$ cat src/rtl/pgwalk_pkg.sv
package pgwalk_pkg;

  localparam int PW_ADDR_W = 32;
  localparam int PW_OFF_W  = 12;

  localparam int ENT_PRESENT_BIT = 0;
  localparam int ENT_READ_BIT    = 1;
  localparam int ENT_WRITE_BIT   = 2;

  typedef enum logic [2:0] {
    WS_IDLE,
    WS_L1_ASK,
    WS_L1_WAIT,
    WS_L2_ASK,
    WS_L2_WAIT,
    WS_DONE
  } walk_state_e;

  typedef enum logic [1:0] {
    OUT_OK         = 2'd0,
    OUT_PAGE_FAULT = 2'd1,
    OUT_BUS_ERR    = 2'd2
  } walk_outcome_e;

endpackage

$ cat src/rtl/pgwalk_decode.sv
module pgwalk_decode
  import pgwalk_pkg::*;
#(
  parameter int ADDR_W = PW_ADDR_W,
  parameter int OFF_W  = PW_OFF_W,
  parameter int IDX_W  = (ADDR_W - OFF_W) / 2
) (
  input  logic [ADDR_W-1:0] va,
  input  logic [ADDR_W-1:0] dir_base,
  input  logic [ADDR_W-1:0] entry,
  input  logic              is_write,
  output logic [ADDR_W-1:0] l1_addr,
  output logic [ADDR_W-1:0] l2_addr,
  output logic              entry_present,
  output logic              perm_ok,
  output logic [ADDR_W-1:0] phys_addr
);

  localparam int IDX2_LO = OFF_W;
  localparam int IDX1_LO = OFF_W + IDX_W;

  // base + 4 * index
  function automatic logic [ADDR_W-1:0] slot_addr(input logic [ADDR_W-1:0] base,
                                                  input logic [IDX_W-1:0]  idx);
    logic [ADDR_W-1:0] step;
    step = '0;
    step[IDX_W+1:0] = {idx, 2'b00};
    return base + step;
  endfunction

  function automatic logic [ADDR_W-1:0] table_base(input logic [ADDR_W-1:0] e);
    logic [ADDR_W-1:0] b;
    b = e;
    b[ENT_PRESENT_BIT] = 1'b0;
    return b;
  endfunction

  // page frame from entry, low bits replaced by the byte offset
  function automatic logic [ADDR_W-1:0] page_addr(input logic [ADDR_W-1:0] e,
                                                  input logic [OFF_W-1:0]  off);
    logic [ADDR_W-1:0] p;
    p = e;
    p[OFF_W-1:0] = off;
    return p;
  endfunction

  function automatic logic grants(input logic [ADDR_W-1:0] e, input logic wr);
    return wr ? e[ENT_WRITE_BIT] : e[ENT_READ_BIT];
  endfunction

  logic [IDX_W-1:0] idx_dir;
  logic [IDX_W-1:0] idx_tbl;
  logic [OFF_W-1:0] byte_off;

  assign idx_dir  = va[IDX1_LO +: IDX_W];
  assign idx_tbl  = va[IDX2_LO +: IDX_W];
  assign byte_off = va[OFF_W-1:0];

  assign l1_addr       = slot_addr(dir_base, idx_dir);
  assign l2_addr       = slot_addr(table_base(entry), idx_tbl);
  assign entry_present = entry[ENT_PRESENT_BIT];
  assign perm_ok       = grants(entry, is_write);
  assign phys_addr     = page_addr(entry, byte_off);

endmodule

$ cat src/rtl/pgwalk_fault_latch.sv
module pgwalk_fault_latch
  import pgwalk_pkg::*;
#(
  parameter int ADDR_W = PW_ADDR_W
) (
  input  logic              clk,
  input  logic              rst_n,
  input  logic              capture,
  input  logic [ADDR_W-1:0] va,
  input  logic              is_write,
  output logic [ADDR_W-1:0] fault_addr,
  output logic              fault_is_write
);

  always_ff @(posedge clk) begin
    if (!rst_n) begin
      fault_addr     <= '0;
      fault_is_write <= 1'b0;
    end else if (capture) begin
      fault_addr     <= va;
      fault_is_write <= is_write;
    end
  end

endmodule

$ cat src/rtl/pgwalk_ctrl.sv
module pgwalk_ctrl
  import pgwalk_pkg::*;
#(
  parameter int ADDR_W = PW_ADDR_W
) (
  input  logic              clk,
  input  logic              rst_n,
  input  logic [ADDR_W-1:0] dir_base,
  input  logic              req_valid,
  output logic              req_ready,
  input  logic [ADDR_W-1:0] req_vaddr,
  input  logic              req_write,
  output logic              rsp_valid,
  input  logic              rsp_ready,
  output logic [ADDR_W-1:0] rsp_paddr,
  output logic [1:0]        rsp_outcome,
  output logic              mem_req_valid,
  input  logic              mem_req_ready,
  output logic [ADDR_W-1:0] mem_req_addr,
  input  logic              mem_rsp_valid,
  input  logic              mem_rsp_err,
  input  logic [ADDR_W-1:0] l1_addr,
  input  logic [ADDR_W-1:0] l2_addr,
  input  logic              entry_present,
  input  logic              perm_ok,
  input  logic [ADDR_W-1:0] phys_addr,
  output logic [ADDR_W-1:0] cur_va,
  output logic [ADDR_W-1:0] cur_base,
  output logic              cur_write,
  output logic              fault_evt
);

  walk_state_e   state_q;
  walk_outcome_e kind_q;
  logic [ADDR_W-1:0] va_q, base_q, l2a_q, paddr_q;
  logic wr_q;

  // named events for the checks below
  logic accept_evt, l1_data, l2_data;
  logic bus_err_evt, l1_miss_evt, l2_miss_evt, leaf_ok_evt;

  assign accept_evt  = (state_q == WS_IDLE) && req_valid;
  assign l1_data     = (state_q == WS_L1_WAIT) && mem_rsp_valid;
  assign l2_data     = (state_q == WS_L2_WAIT) && mem_rsp_valid;
  assign bus_err_evt = (l1_data || l2_data) && mem_rsp_err;
  assign l1_miss_evt = l1_data && !mem_rsp_err && !entry_present;
  assign l2_miss_evt = l2_data && !mem_rsp_err && (!entry_present || !perm_ok);
  assign leaf_ok_evt = l2_data && !mem_rsp_err && entry_present && perm_ok;
  assign fault_evt   = l1_miss_evt || l2_miss_evt;

  always_ff @(posedge clk) begin
    if (!rst_n) begin
      state_q <= WS_IDLE;
      kind_q  <= OUT_OK;
      va_q    <= '0;
      base_q  <= '0;
      l2a_q   <= '0;
      paddr_q <= '0;
      wr_q    <= 1'b0;
    end else begin
      unique case (state_q)
        WS_IDLE: if (accept_evt) begin
          va_q    <= req_vaddr;
          wr_q    <= req_write;
          base_q  <= dir_base;
          state_q <= WS_L1_ASK;
        end
        WS_L1_ASK: if (mem_req_ready) state_q <= WS_L1_WAIT;
        WS_L1_WAIT: if (mem_rsp_valid) begin
          if (mem_rsp_err) begin
            kind_q  <= OUT_BUS_ERR;
            paddr_q <= '0;
            state_q <= WS_DONE;
          end else if (!entry_present) begin
            kind_q  <= OUT_PAGE_FAULT;
            paddr_q <= '0;
            state_q <= WS_DONE;
          end else begin
            l2a_q   <= l2_addr;
            state_q <= WS_L2_ASK;
          end
        end
        WS_L2_ASK: if (mem_req_ready) state_q <= WS_L2_WAIT;
        WS_L2_WAIT: if (mem_rsp_valid) begin
          state_q <= WS_DONE;
          if (mem_rsp_err) begin
            kind_q  <= OUT_BUS_ERR;
            paddr_q <= '0;
          end else if (leaf_ok_evt) begin
            kind_q  <= OUT_OK;
            paddr_q <= phys_addr;
          end else begin
            kind_q  <= OUT_PAGE_FAULT;
            paddr_q <= '0;
          end
        end
        WS_DONE: if (rsp_ready) state_q <= WS_IDLE;
        default: state_q <= WS_IDLE;
      endcase
    end
  end

  assign req_ready     = (state_q == WS_IDLE);
  assign rsp_valid     = (state_q == WS_DONE);
  assign rsp_paddr     = paddr_q;
  assign rsp_outcome   = kind_q;
  assign mem_req_valid = (state_q == WS_L1_ASK) || (state_q == WS_L2_ASK);
  assign mem_req_addr  = (state_q == WS_L2_ASK) ? l2a_q : l1_addr;
  assign cur_va        = va_q;
  assign cur_base      = base_q;
  assign cur_write     = wr_q;

  // a stalled memory request keeps its address
  p_ask_hold_r11: assert property (@(posedge clk) disable iff (!rst_n)
    mem_req_valid && !mem_req_ready |=> mem_req_valid && $stable(mem_req_addr));

  // an unaccepted result stays put
  p_rsp_hold_r10: assert property (@(posedge clk) disable iff (!rst_n)
    rsp_valid && !rsp_ready |=> rsp_valid && $stable(rsp_paddr) && $stable(rsp_outcome));

  // acceptance closes the request side
  p_accept_busy_r10: assert property (@(posedge clk) disable iff (!rst_n)
    req_valid && req_ready |=> !req_ready && !rsp_valid);

  // error data ends the walk as a bus error
  p_bus_err_r9: assert property (@(posedge clk) disable iff (!rst_n)
    bus_err_evt |=> rsp_valid && rsp_outcome == OUT_BUS_ERR);

  // a directory miss never issues a second read
  p_l1_stop_r5: assert property (@(posedge clk) disable iff (!rst_n)
    l1_miss_evt |=> !mem_req_valid && rsp_valid && rsp_outcome == OUT_PAGE_FAULT);

endmodule

$ cat src/rtl/pgwalk_top.sv
module pgwalk_top
  import pgwalk_pkg::*;
#(
  parameter int ADDR_W = PW_ADDR_W,
  parameter int OFF_W  = PW_OFF_W
) (
  input  logic              clk,
  input  logic              rst_n,
  input  logic [ADDR_W-1:0] dir_base,
  input  logic              req_valid,
  output logic              req_ready,
  input  logic [ADDR_W-1:0] req_vaddr,
  input  logic              req_write,
  output logic              rsp_valid,
  input  logic              rsp_ready,
  output logic [ADDR_W-1:0] rsp_paddr,
  output logic [1:0]        rsp_outcome,
  output logic              mem_req_valid,
  input  logic              mem_req_ready,
  output logic [ADDR_W-1:0] mem_req_addr,
  input  logic              mem_rsp_valid,
  input  logic [ADDR_W-1:0] mem_rsp_data,
  input  logic              mem_rsp_err,
  output logic [ADDR_W-1:0] fault_addr,
  output logic              fault_is_write
);

  localparam int IDX_W = (ADDR_W - OFF_W) / 2;

  logic [ADDR_W-1:0] l1_addr, l2_addr, phys_addr;
  logic [ADDR_W-1:0] cur_va, cur_base;
  logic entry_present, perm_ok, cur_write, fault_evt;

  pgwalk_decode #(.ADDR_W(ADDR_W), .OFF_W(OFF_W), .IDX_W(IDX_W)) u_decode (
    .va            (cur_va),
    .dir_base      (cur_base),
    .entry         (mem_rsp_data),
    .is_write      (cur_write),
    .l1_addr       (l1_addr),
    .l2_addr       (l2_addr),
    .entry_present (entry_present),
    .perm_ok       (perm_ok),
    .phys_addr     (phys_addr)
  );

  pgwalk_ctrl #(.ADDR_W(ADDR_W)) u_ctrl (
    .clk           (clk),
    .rst_n         (rst_n),
    .dir_base      (dir_base),
    .req_valid     (req_valid),
    .req_ready     (req_ready),
    .req_vaddr     (req_vaddr),
    .req_write     (req_write),
    .rsp_valid     (rsp_valid),
    .rsp_ready     (rsp_ready),
    .rsp_paddr     (rsp_paddr),
    .rsp_outcome   (rsp_outcome),
    .mem_req_valid (mem_req_valid),
    .mem_req_ready (mem_req_ready),
    .mem_req_addr  (mem_req_addr),
    .mem_rsp_valid (mem_rsp_valid),
    .mem_rsp_err   (mem_rsp_err),
    .l1_addr       (l1_addr),
    .l2_addr       (l2_addr),
    .entry_present (entry_present),
    .perm_ok       (perm_ok),
    .phys_addr     (phys_addr),
    .cur_va        (cur_va),
    .cur_base      (cur_base),
    .cur_write     (cur_write),
    .fault_evt     (fault_evt)
  );

  pgwalk_fault_latch #(.ADDR_W(ADDR_W)) u_fault (
    .clk            (clk),
    .rst_n          (rst_n),
    .capture        (fault_evt),
    .va             (cur_va),
    .is_write       (cur_write),
    .fault_addr     (fault_addr),
    .fault_is_write (fault_is_write)
  );

  // a reported page fault is backed by the fault record
  p_fault_record_r8: assert property (@(posedge clk) disable iff (!rst_n)
    rsp_valid && rsp_outcome == OUT_PAGE_FAULT |->
      fault_addr == cur_va && fault_is_write == cur_write);

  // a translated address keeps the page offset of the request
  p_ok_offset_r4: assert property (@(posedge clk) disable iff (!rst_n)
    rsp_valid && rsp_outcome == OUT_OK |-> rsp_paddr[OFF_W-1:0] == cur_va[OFF_W-1:0]);

  // faults carry no address
  p_fault_zero_r4: assert property (@(posedge clk) disable iff (!rst_n)
    rsp_valid && rsp_outcome != OUT_OK |-> rsp_paddr == '0);

endmodule

$ cat config.mk
export PLATFORM = sky130hd
export DESIGN_NAME = pgwalk_top
export DESIGN_NICKNAME = d
export VERILOG_FILES = /design/src/rtl/pgwalk_pkg.sv /design/src/rtl/pgwalk_decode.sv /design/src/rtl/pgwalk_fault_latch.sv /design/src/rtl/pgwalk_ctrl.sv /design/src/rtl/pgwalk_top.sv
export SDC_FILE = /design/constraint.sdc
export NUM_CORES = 1
export LEC_CHECK = 0
export BUFFER_PORTS_ARGS = -buffer_cell sky130_fd_sc_hd__clkbuf_2
export CAP_MARGIN = 40
export CORE_ASPECT_RATIO = 0.8
export CORE_MARGIN = 5
export CORE_UTILIZATION = 35
export CTS_CLUSTER_SIZE = 40
export DETAILED_ROUTE_END_ITERATION = 7
export GPL_ROUTABILITY_DRIVEN = 0
export HOLD_SLACK_MARGIN = 0.12
export PLACE_DENSITY_LB_ADDON = 0.12
export SYNTH_ARGS = -nofsm -noshare
export SYNTH_HDL_FRONTEND = slang
export SYNTH_SLANG_ARGS = --single-unit
$ cat constraint.sdc
create_clock -name clk -period 2.71 [get_ports clk]
set_clock_uncertainty 0.05 [all_clocks]
set_input_delay 0.271 -clock clk [delete_from_list [all_inputs] [get_ports clk]]
set_output_delay 0.271 -clock clk [all_outputs]
set_load 0.005 [all_outputs]
==> impl_metrics.json <==
{
  "status": "complete, but fails checks",
  "violations": "setup timing",
  "die_y_um": 143,
  "worst_slack_ns": -0.0768,
  "ir_worst_vdd_mv": 0.263,
  "min_path_type": "in -> reg",
  "vias": 7758,
  "p_total_w": 0.00623,
  "rsz0062_at_grt": "true",
  "detail-route-antenna-nets": 0,
  "io_buffer_count": 205,
  "synth-simple-area-share_pct": 22.7,
  "cellLeakagePower_nw": 4.28,
  "worst_slew_pin_slew_ns": 0.697,
  "io_pins": 206,
  "setup_viol": 10,
  "finalWirelength_mm": 26.1,
  "endpoint_kind": "primary output",
  "grt_start_max_net_pins": 146,
  "multi_input_area_um2": 4400,
  "placedInstanceArea_um2": 9120,
  "synth-compound-area-share_pct": 20.9,
  "remaining_drc_errors": 0,
  "synthMuxAreaShare_pct": 0.274,
  "start_kind": "flip-flop",
  "antennaDiodeCount": 0,
  "cts_num_sinks": 166,
  "synth_adder_area_share_pct": 3.74,
  "cts.clk_slew.worst_paths_ns": 0.07,
  "maxSlewViolCount": 0,
  "slew_headroom_pct": 53.5,
  "nets": 1386,
  "dieArea_um2": 25300,
  "firstDrtPassIters": 4,
  "clock_latency_ns": 0.43,
  "fin_area_um2": 10800,
  "crit_type": "reg -> out",
  "wl_per_cell_um": 16.6,
  "synthFlopType": "dfxtp_1",
  "drt-vias-per-instance": 4.93,
  "antenna_found_initial": 0,
  "r2r_slack_ns": 0.34,
  "synth_cells": 996,
  "rows": 48,
  "grt_pass1_vias": 7676,
  "detailedPlace.worstSlack_ns": -0.0199,
  "synth_top_area_share_pct": 42.8,
  "async_flop_share_pct": 0,
  "initial_utilization_pct": 35.8,
  "ys_top_cells_by_area": "dfxtp_1 (43%), nand2_1 (13%), a21oi_1 (9.5%)",
  "grt_overflow": 0,
  "fillCellCount": 2172,
  "layout_min_cycle_time_ns": 2.79,
  "ys_ff_latch": 166,
  "cp.required_ns": 2.39,
  "grt_first_pass_wirelength_mm": 41.5,
  "syn_nets": 1122,
  "cts.path.max_buffers": 2,
  "cts_tree": "done",
  "die_w_um": 177,
  "seqCellArea_um2": 3340,
  "synth.avg_cell_area_um2": 7.80,
  "ctsRootBufferMaster": "clkbuf_16",
  "synth_top_family_by_area": "simple AND/OR/NAND/NOR gates",
  "final.setup.tns_ns": -0.305,
  "hold_violations": 0,
  "max_freq_ghz": 0.359,
  "syn-cell-area_um2": 7770,
  "drive_gt1_share_pct": 25.9,
  "dpl.hpwl_mm": 18.2,
  "synth_area_leader_cell": "dfxtp_1",
  "ys_warn_count": 0,
  "htreeDepth": 4,
  "ys_types": 52,
  "crit_arrival_ns": 2.47,
  "grt_usage_pct": 20.4,
  "min_period_over_period_pct": 103,
  "power_density_nw_per_um2": 578,
  "worst-path-max-fanout": 7,
  "synth-xor-area-share_pct": 5.64,
  "area_growth_pct": 38.8,
  "ys_seq_area_share_pct": 42.8,
  "numCtsBuffers": 17,
  "core_area_um2": 21700,
  "dr.first_iter.drc_count": 491,
  "synth_enable_flop_cells": 0,
  "drv_cap": 0
}
cell usage after synthesis, types with 4 or more instances:
cell type and instances:
nand2_1 268, dfxtp_1 166, a21oi_1 147, o21ai_0 56
nor2_1 55, clkbuf_1 41, a22oi_1 33, xor2_1 29
nand3_1 22, xnor2_1 21, ha_1 20, buf_2 15
inv_1 9, nand4_1 8, nor3_1 8, a21o_1 7
and4_1 7, and2_1 6, and3_1 6, nand2b_1 6
o2111ai_1 6, o211ai_1 5, a211oi_1 4, a31oi_1 4
or3_1 4
registers in the layout, indices dropped and copies added, names as in the netlist:
signal                  count
u_fault.fault_addr         32
u_ctrl.cur_base            32
u_ctrl.state_q              3
u_ctrl.rsp_paddr           32
u_ctrl.cur_write            1
u_ctrl.l2a_q               31
u_fault.fault_is_write      1
u_ctrl.rsp_outcome          2
u_ctrl.cur_va              32
kinds of logic (layout without fill, tap and decap cells):
family / Yosys count / in the layout
flip-flops: 166 / 166
AND/OR/NAND/NOR: 405 / 405
XOR/XNOR: 50 / 50
buffers and inverters: 71 / 348
adder cells (fa/ha/maj): 22 / 22
AO/OA/AOI/OAI: 280 / 280
multiplexers: 2 / 2
repair_timing:
| item | 4_1_cts | 5_1_grt |
|---|---|---|
| cloned | 0 | 0 |
| endpoints found under the setup margin | 23 | 32 |
| resized for setup | 45 | 28 |
| buffers inserted | 6 | 2 |
| hold endpoints to repair | 76 | 0 |
| pin swaps | 13 | 16 |
| hold buffers | 75 | 0 |
per-stage QoR:
step / hold WS, ns / util, % / cells
2_1_floorplan: 0.357 / - / 996
3_3_place_gp: 0.393 / 42.1 / 1458
3_5_place_dp: 0.397 / 42.1 / 1458
4_1_cts: 0.128 / 49.3 / 1571
5_1_grt: 0.161 / 49.7 / 1573
6_report: 0.146 / 49.7 / 1573
final cells by class:
| class | instances | share of cell area [%] |
|---|---|---|
| tap | 300 | 3.48 |
| inverter | 9 | 0.337 |
| multi-input combinational | 759 | 40.8 |
| clock inverter | 14 | 1.23 |
| sequential | 166 | 31.0 |
| timing repair buffer | 307 | 19.1 |
| clock buffer | 18 | 4.07 |
final timing paths:
path                                                       from                           endpoint  depth (start not counted)
worst min register to register     u_ctrl.l2a_q[4]$_SDFFE_PN0P_       u_ctrl.l2a_q[4]$_SDFFE_PN0P_                          2
worst max register to register   u_ctrl.cur_va[12]$_SDFFE_PN0P_      u_ctrl.l2a_q[18]$_SDFFE_PN0P_                          9
worst min-delay path                           mem_rsp_data[20]  u_ctrl.rsp_paddr[20]$_SDFFE_PN0P_                          3
worst max-delay path            u_ctrl.cur_base[2]$_SDFFE_PN0P_                   mem_req_addr[12]                          9
layout by cell type (no fill, tap or decap), types with 5 or more instances in the layout:
master,instances
a21o_1,7
a21oi_1,139
a21oi_2,8
a22oi_1,33
and3_1,6
and4_1,5
buf_12,6
buf_2,6
buf_4,20
clkbuf_16,17
clkbuf_2,199
dfxtp_1,155
dfxtp_2,10
dlygate4sd3_1,75
ha_1,11
ha_4,9
inv_1,8
inv_6,6
nand2_1,263
nand2_2,5
nand2b_1,6
nand3_1,22
nand4_1,8
nor2_1,53
nor3_1,6
o2111ai_1,6
o211ai_1,5
o21ai_0,42
o21ai_1,13
xnor2_1,20
xor2_1,28
where the power goes:
part / total (W) / internal, W / switching (W)
Combinational: 0.00116 / 0.000494 / 0.000667
Clock: 0.00237 / 0.00124 / 0.00113
Sequential: 0.00270 / 0.00256 / 0.000135
metal layers:
metal / global-route usage, % / vias up / part of all wire, %
met5: 0 / - / 0
met2: 31.1 / 183 / 43
met4: 3.58 / 0 / 0.70
met1: 29.8 / 3609 / 50
met3: 5.08 / 16 / 5.4
li1: - / 3950 / -
worst max-delay path, stage by stage, from the launching register on:
cell and delay (ns):
dfxtp_2 0.34, ha_4 0.17, fa_2 0.38, a21oi_4 0.15, o21a_1 0.22, o211ai_4 0.16, buf_6 0.17, xnor2_1 0.20
a21oi_1 0.11, clkbuf_2 0.14
No activity file was read; power rests on OpenSTA's default activity.
